### src/rtl/int_arith_pkg.sv
package int_arith_pkg;
  localparam int unsigned OP_W = 3;

  typedef enum logic [OP_W-1:0] {
    OP_ADD_TRAP = 3'd0,
    OP_ADD_WRAP = 3'd1,
    OP_SUB_TRAP = 3'd2,
    OP_SUB_WRAP = 3'd3,
    OP_SLT_S    = 3'd4,
    OP_SLT_U    = 3'd5,
    OP_RSVD6    = 3'd6,
    OP_RSVD7    = 3'd7
  } arith_op_e;
endpackage

### src/rtl/int_operand_prep.sv
module int_operand_prep
  import int_arith_pkg::*;
#(
  parameter int unsigned WIDTH = 32
) (
  input  arith_op_e         op_i,
  input  logic [WIDTH-1:0]  b_i,
  output logic [WIDTH-1:0]  b_eff_o,
  output logic              cin_o,
  output logic              is_sub_o
);
  logic sub_like;

  always_comb begin
    unique case (op_i)
      OP_SUB_TRAP, OP_SUB_WRAP, OP_SLT_S, OP_SLT_U: sub_like = 1'b1;
      default:                                      sub_like = 1'b0;
    endcase
  end

  // negate b as invert-plus-one: the one enters as carry-in
  assign b_eff_o  = sub_like ? ~b_i : b_i;
  assign cin_o    = sub_like;
  assign is_sub_o = sub_like;
endmodule

### src/rtl/int_adder.sv
module int_adder #(
  parameter int unsigned WIDTH = 32
) (
  input  logic [WIDTH-1:0] a_i,
  input  logic [WIDTH-1:0] b_i,
  input  logic             cin_i,
  output logic [WIDTH-1:0] sum_o,
  output logic             cout_o,
  output logic             c_msb_o
);
  localparam int unsigned LOW_W = WIDTH - 1;

  logic [WIDTH:0] full;
  logic [LOW_W:0] low;

  assign full = {1'b0, a_i} + {1'b0, b_i} + {{WIDTH{1'b0}}, cin_i};
  // carry into the top bit, used for overflow
  assign low  = {1'b0, a_i[LOW_W-1:0]} + {1'b0, b_i[LOW_W-1:0]} + {{LOW_W{1'b0}}, cin_i};

  assign sum_o   = full[WIDTH-1:0];
  assign cout_o  = full[WIDTH];
  assign c_msb_o = low[LOW_W];
endmodule

### src/rtl/int_flags.sv
module int_flags #(
  parameter int unsigned WIDTH = 32
) (
  input  logic [WIDTH-1:0] sum_i,
  input  logic             cout_i,
  input  logic             c_msb_i,
  output logic             ovf_raw_o,
  output logic             lt_s_o,
  output logic             lt_u_o
);
  assign ovf_raw_o = c_msb_i ^ cout_i;
  // sign of the true difference, valid across wrap
  assign lt_s_o    = sum_i[WIDTH-1] ^ ovf_raw_o;
  // no carry out of a + ~b + 1 means a borrow: a < b unsigned
  assign lt_u_o    = ~cout_i;
endmodule

### src/rtl/int_addsub_cmp.sv
module int_addsub_cmp
  import int_arith_pkg::*;
#(
  parameter int unsigned WIDTH = 32
) (
  input  logic [WIDTH-1:0] a_i,
  input  logic [WIDTH-1:0] b_i,
  input  logic [2:0]       op_i,
  output logic [WIDTH-1:0] result_o,
  output logic             ovf_o
);
  arith_op_e        op;
  logic [WIDTH-1:0] b_eff, sum;
  logic             cin, is_sub, cout, c_msb;
  logic             ovf_raw, lt_s, lt_u;

  assign op = arith_op_e'(op_i);

  int_operand_prep #(.WIDTH(WIDTH)) u_prep (
    .op_i     (op),
    .b_i      (b_i),
    .b_eff_o  (b_eff),
    .cin_o    (cin),
    .is_sub_o (is_sub)
  );

  int_adder #(.WIDTH(WIDTH)) u_add (
    .a_i     (a_i),
    .b_i     (b_eff),
    .cin_i   (cin),
    .sum_o   (sum),
    .cout_o  (cout),
    .c_msb_o (c_msb)
  );

  int_flags #(.WIDTH(WIDTH)) u_flags (
    .sum_i     (sum),
    .cout_i    (cout),
    .c_msb_i   (c_msb),
    .ovf_raw_o (ovf_raw),
    .lt_s_o    (lt_s),
    .lt_u_o    (lt_u)
  );

  always_comb begin
    result_o = '0;
    ovf_o    = 1'b0;
    unique case (op)
      OP_ADD_TRAP: begin result_o = sum; ovf_o = ovf_raw & ~is_sub; end
      OP_ADD_WRAP: result_o = sum;
      OP_SUB_TRAP: begin result_o = sum; ovf_o = ovf_raw & is_sub; end
      OP_SUB_WRAP: result_o = sum;
      OP_SLT_S:    result_o = {{(WIDTH-1){1'b0}}, lt_s};
      OP_SLT_U:    result_o = {{(WIDTH-1){1'b0}}, lt_u};
      default: begin result_o = '0; ovf_o = 1'b0; end
    endcase
  end
endmodule

### config.mk
export PLATFORM = sky130hd
export DESIGN_NAME = int_addsub_cmp
export DESIGN_NICKNAME = d
export VERILOG_FILES = /design/src/rtl/int_arith_pkg.sv /design/src/rtl/int_operand_prep.sv /design/src/rtl/int_adder.sv /design/src/rtl/int_flags.sv /design/src/rtl/int_addsub_cmp.sv
export SDC_FILE = /design/constraint.sdc
export NUM_CORES = 1
export LEC_CHECK = 0
export BUFFER_PORTS_ARGS = -buffer_cell sky130_fd_sc_hd__buf_4
export CORE_ASPECT_RATIO = 1.2
export CORE_MARGIN = 10
export CORE_UTILIZATION = 45
export DETAILED_ROUTE_END_ITERATION = 16
export PLACE_DENSITY_LB_ADDON = 0.2
export SLEW_MARGIN = 25
export SYNTH_ARGS = -nofsm -noshare
export SYNTH_HDL_FRONTEND = slang
export SYNTH_SLANG_ARGS = --single-unit
### constraint.sdc
create_clock -name vclk -period 4.6
set_input_delay 0.46 -clock vclk [all_inputs]
set_output_delay 0.46 -clock vclk [all_outputs]
set_load 0.01 [all_outputs]
==> After elaboration in Yosys (flattened, before gate mapping) <==
Index checks and enable logic that the tools add are counted.
{ "op_classes": {"add_sub_neg": 4, "mul": 0, "div_mod_pow": 0, "order_cmp": 0, "n_eq_ne": 5, "n_shift": 0, "n_mux": 4, "n_bitwise": 7, "reduce_logical": 3} }
{ "op_table": {"columns": ["op", "n"], "rows": [
  ["$pmux W32 S3", 1],
  ["$add A32 B32 Y33", 1],
  ["$add A33 B1 Y33", 1],
  ["$add A31 B31 Y32", 1],
  ["$add A32 B1 Y32", 1],
  ["$mux W32", 1],
  ["$not A32 Y32", 1],
  ["$reduce_or A4 Y1", 2],
  ["$eq A3 B2 Y1 const B", 2],
  ["$eq A3 B3 Y1 const B", 2],
  ["$eq A3 B1 Y1 const B", 1],
  ["$logic_not A3 Y1", 1],
  ["$and A1 B1 Y1", 2],
  ["$not A1 Y1", 2],
  ["$pmux W1 S2", 1],
  ["$xor A1 B1 Y1", 2],
  ["$mux W1", 1]
]} }
{ "totals": {"ff_bits": 0, "latchBits": 0, "mem_bits_rw": 0, "mem_bits_ro": 0, "input_bits": 67, "word_cells": 23, "mem_count": 0} }

==> Logic depth before layout (Yosys ltp) <==
Gate-level depths: netlist of run 1.
{ "logic_depth": {"depth_word": 9, "mapped_depth": 12, "ltp_nobuf": 11} }

==> Cells and area by module <==
Synthesis of run 1 repeated with hierarchy kept, for this count alone.
{ "unflattened": {"cells_unflattened": 340, "hier_area_um2": 3026.7} }
{ "by_module_without_submodules": {"columns": ["module", "instances", "cells_per_inst", "area_per_inst_um2", "seq_area_each_um2"], "rows": [
  ["int_adder", 1, 255, 1811.7, 0.0],
  ["int_operand_prep", 1, 42, 904.6, 0.0],
  ["int_addsub_cmp", 1, 40, 274.0, 0.0],
  ["int_flags", 1, 3, 36.3, 0.0]
]} }

==> Least setup slack after synthesis of run 1 <==
No wires, ideal clock.
{ "synth_timing": {"path_kind": "input to output", "startpoint": "input port op_i[2]", "endpoint": "output port result_o[24]", "t_arrival_ns": 3.204, "required_time_ns": 4.140, "slack_ns": 0.936, "cell_stages": 12, "path_buffers": 2, "path_cell_list": "xnor2_1 -> clkbuf_1 -> xnor2_1 -> ha_1 -> buf_2 -> nand4_1 -> or3_1 -> a31oi_1 -> o31ai_2 -> a21o_1 -> nand2_1 -> mux2_1"} }
{ "synth_via": {"elab_chain_cells": 7, "elab_cells_between_ends": 13} }
{ "synth_rtl": {"columns": ["element", "line", "rtl"], "rows": [
  ["from (decl)", "int_addsub_cmp.sv:8", "input logic [2:0] op_i,"],
  ["$eq A3 B2 Y1 or $eq A3 B3 Y1 (tied branches)", "int_operand_prep.sv:15, int_addsub_cmp.sv:48", null],
  ["$reduce_or A4 Y1", "int_operand_prep.sv:15", "unique case (op_i)"],
  ["$mux W1", "int_operand_prep.sv:15", null],
  ["$mux W32", "int_operand_prep.sv:22", "assign b_eff_o = sub_like ? ~b_i : b_i;"],
  ["$add A32 B32 Y33", "int_adder.sv:16", "assign full = {1'b0, a_i} + {1'b0, b_i} + {{WIDTH{1'b0}}, cin_i};"],
  ["$add A33 B1 Y33", "int_adder.sv:16", null],
  ["$pmux W32 S3 *", "int_addsub_cmp.sv:48", "unique case (op)"],
  ["to (decl)", "int_addsub_cmp.sv:9", "output logic [WIDTH-1:0] result_o,"]
]} }
Every way passes the cells marked *; elsewhere a longest branch is shown, timed or not.

==> Final worst setup path of run 1 <==
Ends and elaborated chain as after synthesis.

==> results.json, run 1 <==
{
  "status": "complete, no violations",
  "grt_antenna_before_repair": 0,
  "io_buffers": 100,
  "place_inst": 500,
  "final_cells": 500,
  "grt_overflow": 0,
  "min_period_ns": 3.83,
  "io_pins": 100,
  "start_kind": "primary input",
  "ys_warn_count": 0,
  "track_usage_pct": 16.5,
  "cts_resized": 0,
  "setup_viol": 0,
  "drt_iter0_drc": 88,
  "maxSlewHeadroom_pct": 67.8,
  "ant_nets": 0,
  "register_area_sq_um": 0,
  "n_clock_buffer": 0,
  "cp-end-kind": "output port",
  "nets": 540,
  "synth_compound_area_share_pct": 30.5,
  "dp_slack_ns": 0.789,
  "yosys.area_share.simple_pct": 24.3,
  "die_w_um": 86.6,
  "syn_inst": 354,
  "place_congestion": 0.960,
  "dp_hpwl_um": 6510,
  "syn_to_final_growth_pct": 32.6,
  "coreArea_sq_mm": 0.00523,
  "via_per_inst": 5.53,
  "powerDensity_mw_per_mm2": 263,
  "setup_ws_ns": 0.771,
  "die_h_um": 100,
  "synth_xor_area_share_pct": 21.9,
  "hold_violations": 0,
  "fin_crit_sh_pct": 83.2,
  "row_count": 29,
  "irDropWorstVdd_mv": 0.146,
  "drt-total-wl_um": 7560,
  "nFlopsAndLatches": 0,
  "rsz0062_at_grt": "no",
  "maxSlewViolCount": 0,
  "critPathRequiredTime_ns": 4.14,
  "synth_top_family_by_area": "compound AO/OA/AOI/OAI gates",
  "fmax_mhz": 261,
  "hp-class": "in2out",
  "ys_types": 55,
  "die-area_sq_mm": 0.00866,
  "fin_total_pwr_mw": 0.836,
  "power.leakage_nw": 1.50,
  "ctsHoldBuffers": 0,
  "wl_per_cell_um": 15.1,
  "num_vias": 2766,
  "ys_seq_area_share_pct": 0,
  "synthAdderAreaFrac_pct": 17.5,
  "muxShareOfSynthArea_pct": 1.36,
  "setup_tns_ns": 0,
  "critPathArrivalTime_ns": 3.37,
  "cts_setup_buffers": 0,
  "grt_pass1_vias": 2850,
  "drive_above_1_share_pct": 25.1,
  "grt_pass1_wl_um": 12700,
  "start_util_pct": 45.9,
  "avgSynthCellArea_sq_um": 6.77,
  "firstDrtPassIters": 4,
  "netlist_area_sq_mm": 0.00240,
  "crit_path_max_fanout": 31,
  "cap_viol_max_count": 0,
  "synth_nets": 454,
  "path_class": "in2out",
  "n_antenna_cell": 0,
  "worst_pin_slew_ns": 0.483,
  "grt_max_degree": 40,
  "remaining_drc_errors": 0
}
-- layout by cell type, fill, tap and decap left out, types with 2 or more instances in the layout --
cell      count
buf_4       101
nor2_1       47
xnor2_1      44
a21oi_1      37
ha_1         32
nand2_1      27
xor2_1       15
a21o_1       15
o21ai_0      12
nand4_1       7
o21ai_1       7
inv_1         6
nor2b_1       6
nor3_1        6
o21bai_1      6
and3_1        5
o21a_1        4
a31oi_1       4
or3_1         4
o31ai_1       4
nand3_1       4
o211ai_1      4
nand2b_1      3
or2_1         2
and2_1        2
a31o_2        2
a211oi_1      2
nor3b_1       2
o31ai_2       2
mux2_1        2
-- stage by stage --
step                      instance area, sq um  utilization, %  hold WS [ns]
after floorplan                           2400               -         0.954
after global placement                    3180            60.8          1.18
after detailed placement                  3180            60.8          1.19
after CTS                                 3180            60.8          1.19
after global routing                      3180            60.8          1.19
final                                     3180            60.8          1.18
-- kinds of logic (layout without fill, tap and decap cells) --
group,after synthesis,after routing
and+or+nand+nor,122,122
AOI/OAI and AO/OA,112,112
xor gates and xnor gates,60,60
adders and majority gates,33,33
buffers and inverters,24,108
muxes,3,3
-- area by class of cell --
class | count | area [sq um]
timing repair buffer | 102 | 778
inverter | 6 | 22.5
fill | 530 | 2050
tap | 62 | 77.6
multi-input combinational | 330 | 2300
-- per-layer routing --
| metal | wire length, um | vias up | part of all wire, % | track usage [%] |
|---|---|---|---|---|
| li1 | - | 1440 | - | - |
| met1 | 2900 | 1229 | 38 | 17.3 |
| met2 | 3950 | 83 | 52 | 32.2 |
| met3 | 554 | 14 | 7.3 | 3.40 |
| met4 | 157 | 0 | 2.1 | 3.25 |
| met5 | 0 | - | 0 | 0 |
-- synth_stat cells, drive strengths merged, types with 2 or more instances --
cell type,number,share of area [%]
o211ai,4,1.3
inv,6,0.94
nand2b,3,0.78
a211oi,3,1.1
o21a,4,1.3
a31oi,4,1.0
ha,32,17
or3,4,1.0
o21bai,6,1.9
nor2b,6,1.6
nand4,7,1.8
xnor2,45,16
and3,5,1.3
mux2,2,0.94
nor2,47,7.4
clkbuf,8,1.3
a31o,3,1.1
and2,2,0.52
a21oi,37,7.7
nor3,7,1.7
o21ai,20,4.3
or2,2,0.52
nand3,4,0.84
xor2,15,5.5
buf,10,2.1
nand2,27,4.2
a21o,15,4.7
o31ai,6,2.3
nor3b,2,0.63
-- path summary, 6_finish.rpt --
kind,from,to,slack (ns),cells past startpoint
setup / recovery,op_i[2],result_o[24],0.77,13
hold / removal,op_i[0],ovf_o,1.18,3
-- power by group --
group          internal (mW)  leakage (nW)  total [mW]  switching [mW]
Clock                      0             0           0               0
Combinational          0.389          1.50       0.836           0.446
Sequential                 0             0           0               0
Total                  0.389          1.50       0.836           0.446
-- worst max-delay path: stages --
cell and delay, ns:
buf_4 0.12, xnor2_2 0.20, buf_12 0.25, xnor2_1 0.10, ha_1 0.43, nand4_1 0.18, or3_1 0.40, a31oi_1 0.32
o31ai_2 0.17, a21o_1 0.20, nand2_1 0.06, mux2_1 0.31, buf_4 0.14
No activity file was read; power rests on OpenSTA's default activity.
==> run 2, diff against run 1 <==
==> constraint.sdc (replaced) <==
create_clock -name vclk -period 3.52
set_input_delay 0.352 -clock vclk [all_inputs]
set_output_delay 0.352 -clock vclk [all_outputs]
set_load 0.01 [all_outputs]
==> run 2 against run 1 <==
Via count increased by 5.5%; total power is 43% higher; core utilization rose by 4.7 points; global-route usage rose by 1.1 points; worst hold slack lost 0.22 ns; count of clock-buffer cells in the layout stayed put; die area stayed put; largest cell class unchanged.
==> results.json, run 2 (synthesis results as in run 1) <==
{
  "status": "complete, no violations",
  "place_congestion": 0.893,
  "io_pins": 100,
  "start_kind": "primary input",
  "cap_viol_max_count": 0,
  "powerDensity_mw_per_mm2": 350,
  "n_clock_buffer": 0,
  "fin_total_pwr_mw": 1.20,
  "grt_overflow": 0,
  "min_from": "op_i[0]",
  "hp-class": "in2out",
  "grt_pass1_wl_um": 13500,
  "ant_nets": 0,
  "remaining_drc_errors": 0,
  "fmax_mhz": 290,
  "register_area_sq_um": 0,
  "drive_above_1_share_pct": 30.7,
  "io_buffers": 100,
  "crit_path_cell_trace": "buf_4 -> xnor2_4 -> buf_12 -> xnor2_1 -> ha_1 -> and3b_1 -> a221oi_1 -> buf_4 -> a2111o_1 -> a211oi_4 -> o22ai_1 -> xor2_1 -> nor2_1 -> buf_4",
  "row_count": 29,
  "die-area_sq_mm": 0.00866,
  "num_vias": 2917,
  "firstDrtPassIters": 4,
  "die_w_um": 86.6,
  "setup_ws_ns": 0.0686,
  "grt_antenna_before_repair": 0,
  "place_inst": 522,
  "critPathRequiredTime_ns": 3.17,
  "start_util_pct": 45.9,
  "finish.utilization_pct": 65.5,
  "rsz0062_at_grt": "yes",
  "cp-end-kind": "output port",
  "coreArea_sq_mm": 0.00523,
  "irDropWorstVdd_mv": 0.189,
  "via_per_inst": 5.56,
  "drt-total-wl_um": 8250,
  "die_h_um": 100,
  "track_usage_pct": 17.6,
  "dp_hpwl_um": 6990,
  "drt_iter0_drc": 81,
  "layout_common_cells": "buf_4 (125), nor2_1 (47), xnor2_1 (44), a21oi_1 (34), ha_1 (32)",
  "grt_pass1_vias": 3011,
  "setup_viol": 0,
  "worstSetupStartpoint": "op_i[2]",
  "cp_common_cell": "buf_4",
  "cpPeakStageDelay_ns": 0.45,
  "power.leakage_nw": 1.64,
  "syn_to_final_growth_pct": 42.8,
  "setup_tns_ns": 0,
  "maxSlewViolCount": 0,
  "crit_path_max_fanout": 15,
  "grt_max_degree": 39,
  "maxSlewHeadroom_pct": 73.7,
  "path_class": "in2out",
  "nFlopsAndLatches": 0,
  "cpMaxStageDelayCell": "a2111o_1",
  "wl_per_cell_um": 15.7,
  "critPathArrivalTime_ns": 3.10,
  "final.fill_count": 484,
  "min_period_ns": 3.45,
  "dp_slack_ns": -0.0562,
  "final_common_cell": "buf_4",
  "nets": 565,
  "final_cells": 525,
  "fin_crit_sh_pct": 98.1,
  "worst_pin_slew_ns": 0.389,
  "n_antenna_cell": 0,
  "hold_violations": 0
}
-- run 2: where the power goes --
group / internal [mW] / switching, mW / leakage (nW)
combinational: 0.574 / 0.625 / 1.64
sequential: 0 / 0 / 0
clock: 0 / 0 / 0
-- run 2: worst max-delay path, delay by kind of cell --
family                     cells  cell delay (ns)
AOI/OAI and AO/OA              4             1.03
xor gates and xnor gates       3             0.47
adders and majority gates      1             0.31
buffers and inverters          4             0.64
and+or+nand+nor                2             0.30
-- run 2: what timing repair did --
action	4_1_cts	5_1_grt
resized for setup	2	8
gates cloned	0	0
hold buffers	0	0
endpoints found under the setup margin	4	12
setup buffers	0	3
pin swaps	0	3
-- run 2: final cells by class --
| class | count | area [sq um] | share of cell area [%] |
|---|---|---|---|
| inverters | 6 | 22.5 | 0.658 |
| well taps | 62 | 77.6 | 2.27 |
| multi-input cells | 330 | 2350 | 68.8 |
| repair buffers | 127 | 970 | 28.3 |
-- run 2: worst paths after layout --
kind  cells after the start  slack [ns]           end
max                      14        0.07  result_o[27]
min                       3        0.96         ovf_o
-- run 2: per-stage QoR --
step	instance area, sq um	hold WS [ns]
2_1_floorplan	2400	0.738
3_3_place_gp	3340	0.958
3_5_place_dp	3340	0.962
4_1_cts	3360	0.962
5_1_grt	3420	0.967
6_report	3420	0.962
-- run 2: per-layer routing --
layer	track usage (%)	share of wire [%]
met5	0	0
met1	18.8	39
met4	2.00	0.67
met3	3.08	5.7
met2	35.0	55
==> run 3, diff against run 2 <==
--- a/config.mk
+++ b/config.mk
@@ -7,7 +7,7 @@
 export LEC_CHECK = 0
 export BUFFER_PORTS_ARGS = -buffer_cell sky130_fd_sc_hd__buf_4
 export CORE_ASPECT_RATIO = 1.2
-export CORE_MARGIN = 10
+export CORE_MARGIN = 4
 export CORE_UTILIZATION = 45
 export DETAILED_ROUTE_END_ITERATION = 16
 export PLACE_DENSITY_LB_ADDON = 0.2
==> run 3 against run 2 <==
Via count grew 4.5%; cell count rose by 3.0%; non-clock buffer count increased by 18; routed wire length is 0.68% higher; first-iteration DRC count up 94%; worst hold slack better by 0.00087 ns; flip-flop and latch count is the same; combinational power rose by 5%; cell area increased by 6.0%; largest power group unchanged; core utilization grew 6.4 points; count of clock-buffer cells in the layout is the same; die area fell by 24%; critical endpoint is now result_o[30].
==> results.json, run 3 (synthesis results as in run 1) <==
{
  "num_vias": 3047,
  "ant_nets": 0,
  "layout_common_cells": "buf_4 (141), nor2_1 (47), xnor2_1 (43), ha_1 (32), a21oi_1 (31)",
  "grt_max_degree": 39,
  "remaining_drc_errors": 0,
  "grt_overflow": 0,
  "crit_buf_inv": 5,
  "whs_ns": 0.963,
  "fmax_mhz": 285,
  "irDropWorstVdd_mv": 0.209,
  "crit_cells": 15,
  "nFlopsAndLatches": 0,
  "place_congestion": 0.923,
  "finish.utilization_pct": 72.0,
  "n_antenna_cell": 0,
  "cap_viol_max_count": 0,
  "cp_common_cell": "buf_4",
  "grt_pass1_wl_um": 12600,
  "powerDensity_mw_per_mm2": 348,
  "dp_slack_ns": 0.0260,
  "n_clock_buffer": 0,
  "maxSlewHeadroom_pct": 68.3,
  "nets": 583,
  "die_w_um": 74.6,
  "cp_top_family": "compound AO/OA/AOI/OAI gates",
  "start_util_pct": 47.5,
  "worst_pin_slew_ns": 0.473,
  "drive_above_1_share_pct": 36.0,
  "drt_iter0_drc": 157,
  "power.leakage_nw": 1.74,
  "via_per_inst": 5.63,
  "min_period_ns": 3.51,
  "track_usage_pct": 23.0,
  "path_class": "in2out",
  "maxSlewViolCount": 0,
  "drt-total-wl_um": 8300,
  "stdcell_area_sq_mm": 0.00363,
  "register_area_sq_um": 0,
  "status": "complete, no violations",
  "setup_viol": 0,
  "die-area_sq_mm": 0.00656,
  "cp-end-kind": "output port",
  "crit_path_max_fanout": 8,
  "critPathArrivalTime_ns": 3.16,
  "fin_crit_sh_pct": 99.8,
  "final.fill_count": 449,
  "io_buffers": 100,
  "row_count": 28,
  "io_pins": 100,
  "coreArea_sq_mm": 0.00504,
  "wl_per_cell_um": 15.3,
  "cpMaxStageDelayCell": "mux2_1",
  "die_h_um": 88.0,
  "hold_violations": 0,
  "endpoint": "result_o[30]",
  "syn_to_final_growth_pct": 51.5,
  "dpl_cell_area_sq_mm": 0.00339,
  "hp-class": "in2out",
  "final_common_cell": "buf_4",
  "multiInputGateArea_sq_mm": 0.00241,
  "ctsHoldBuffers": 0,
  "critPathRequiredTime_ns": 3.17,
  "dp_hpwl_um": 6490,
  "firstDrtPassIters": 4,
  "setup_ws_ns": 0.00714,
  "crit_path_cell_trace": "buf_4 -> xnor2_4 -> buf_6 -> clkbuf_16 -> buf_4 -> xnor2_1 -> ha_1 -> a21oi_1 -> o21bai_1 -> a21oi_2 -> o211ai_1 -> a41o_1 -> a211oi_2 -> mux2_1 -> buf_4",
  "start_kind": "primary input",
  "worstSetupStartpoint": "op_i[1]",
  "grt_antenna_before_repair": 0,
  "grt_pass1_vias": 3035,
  "cpPeakStageDelay_ns": 0.37
}
==> run 3: through the flow <==
step | total power [mW] | cells | TNS (ns)
after floorplan | 0.744 | 354 | 0
after global placement | 1.16 | 527 | 0
after detailed placement | 1.18 | 527 | 0
after CTS | 1.18 | 527 | 0
after global routing | 1.38 | 541 | -0.146
final | 1.26 | 541 | 0
==> run 3: routing by layer <==
layer  global-route usage [%]  vias to the layer above  part of all wire, %  wire, um
li1                         -                     1528                    -         -
met1                     25.3                     1404                   37      3090
met2                     46.1                       88                   54      4490
met3                    0.918                       27                  5.3       438
met4                     6.47                        0                  3.4       286
met5                        0                        -                    0         0
==> run 3: what timing repair did <==
action                     CTS  global route
setup endpoints to repair    0            18
gates resized for setup      0            24
setup buffers                0            14
==> run 3: final cells by class <==
| class | instances | share of cell area, % |
|---|---|---|
| Inverter | 6 | 0.620 |
| Multi-Input combinational cell | 330 | 66.3 |
| Tap cell | 60 | 2.07 |
| Timing Repair Buffer | 145 | 31.0 |
==> run 3: power by group <==
part / internal (mW) / total, mW / switching, mW
logic: 0.614 / 1.26 / 0.648
registers: 0 / 0 / 0
clock network: 0 / 0 / 0
==> run 3: worst min path at each step <==
| stage | depth (start not counted) | slack, ns | end | start |
|---|---|---|---|---|
| 5_1_grt | 3 | 0.97 | ovf_o | op_i[0] |
| 6_report | 3 | 0.96 | ovf_o | op_i[0] |
| 3_5_place_dp | 3 | 0.96 | ovf_o | op_i[0] |
| 2_1_floorplan | 1 | 0.74 | ovf_o | op_i[0] |
| 4_1_cts | 3 | 0.96 | ovf_o | op_i[0] |
| 3_3_place_gp | 3 | 0.96 | ovf_o | op_i[0] |
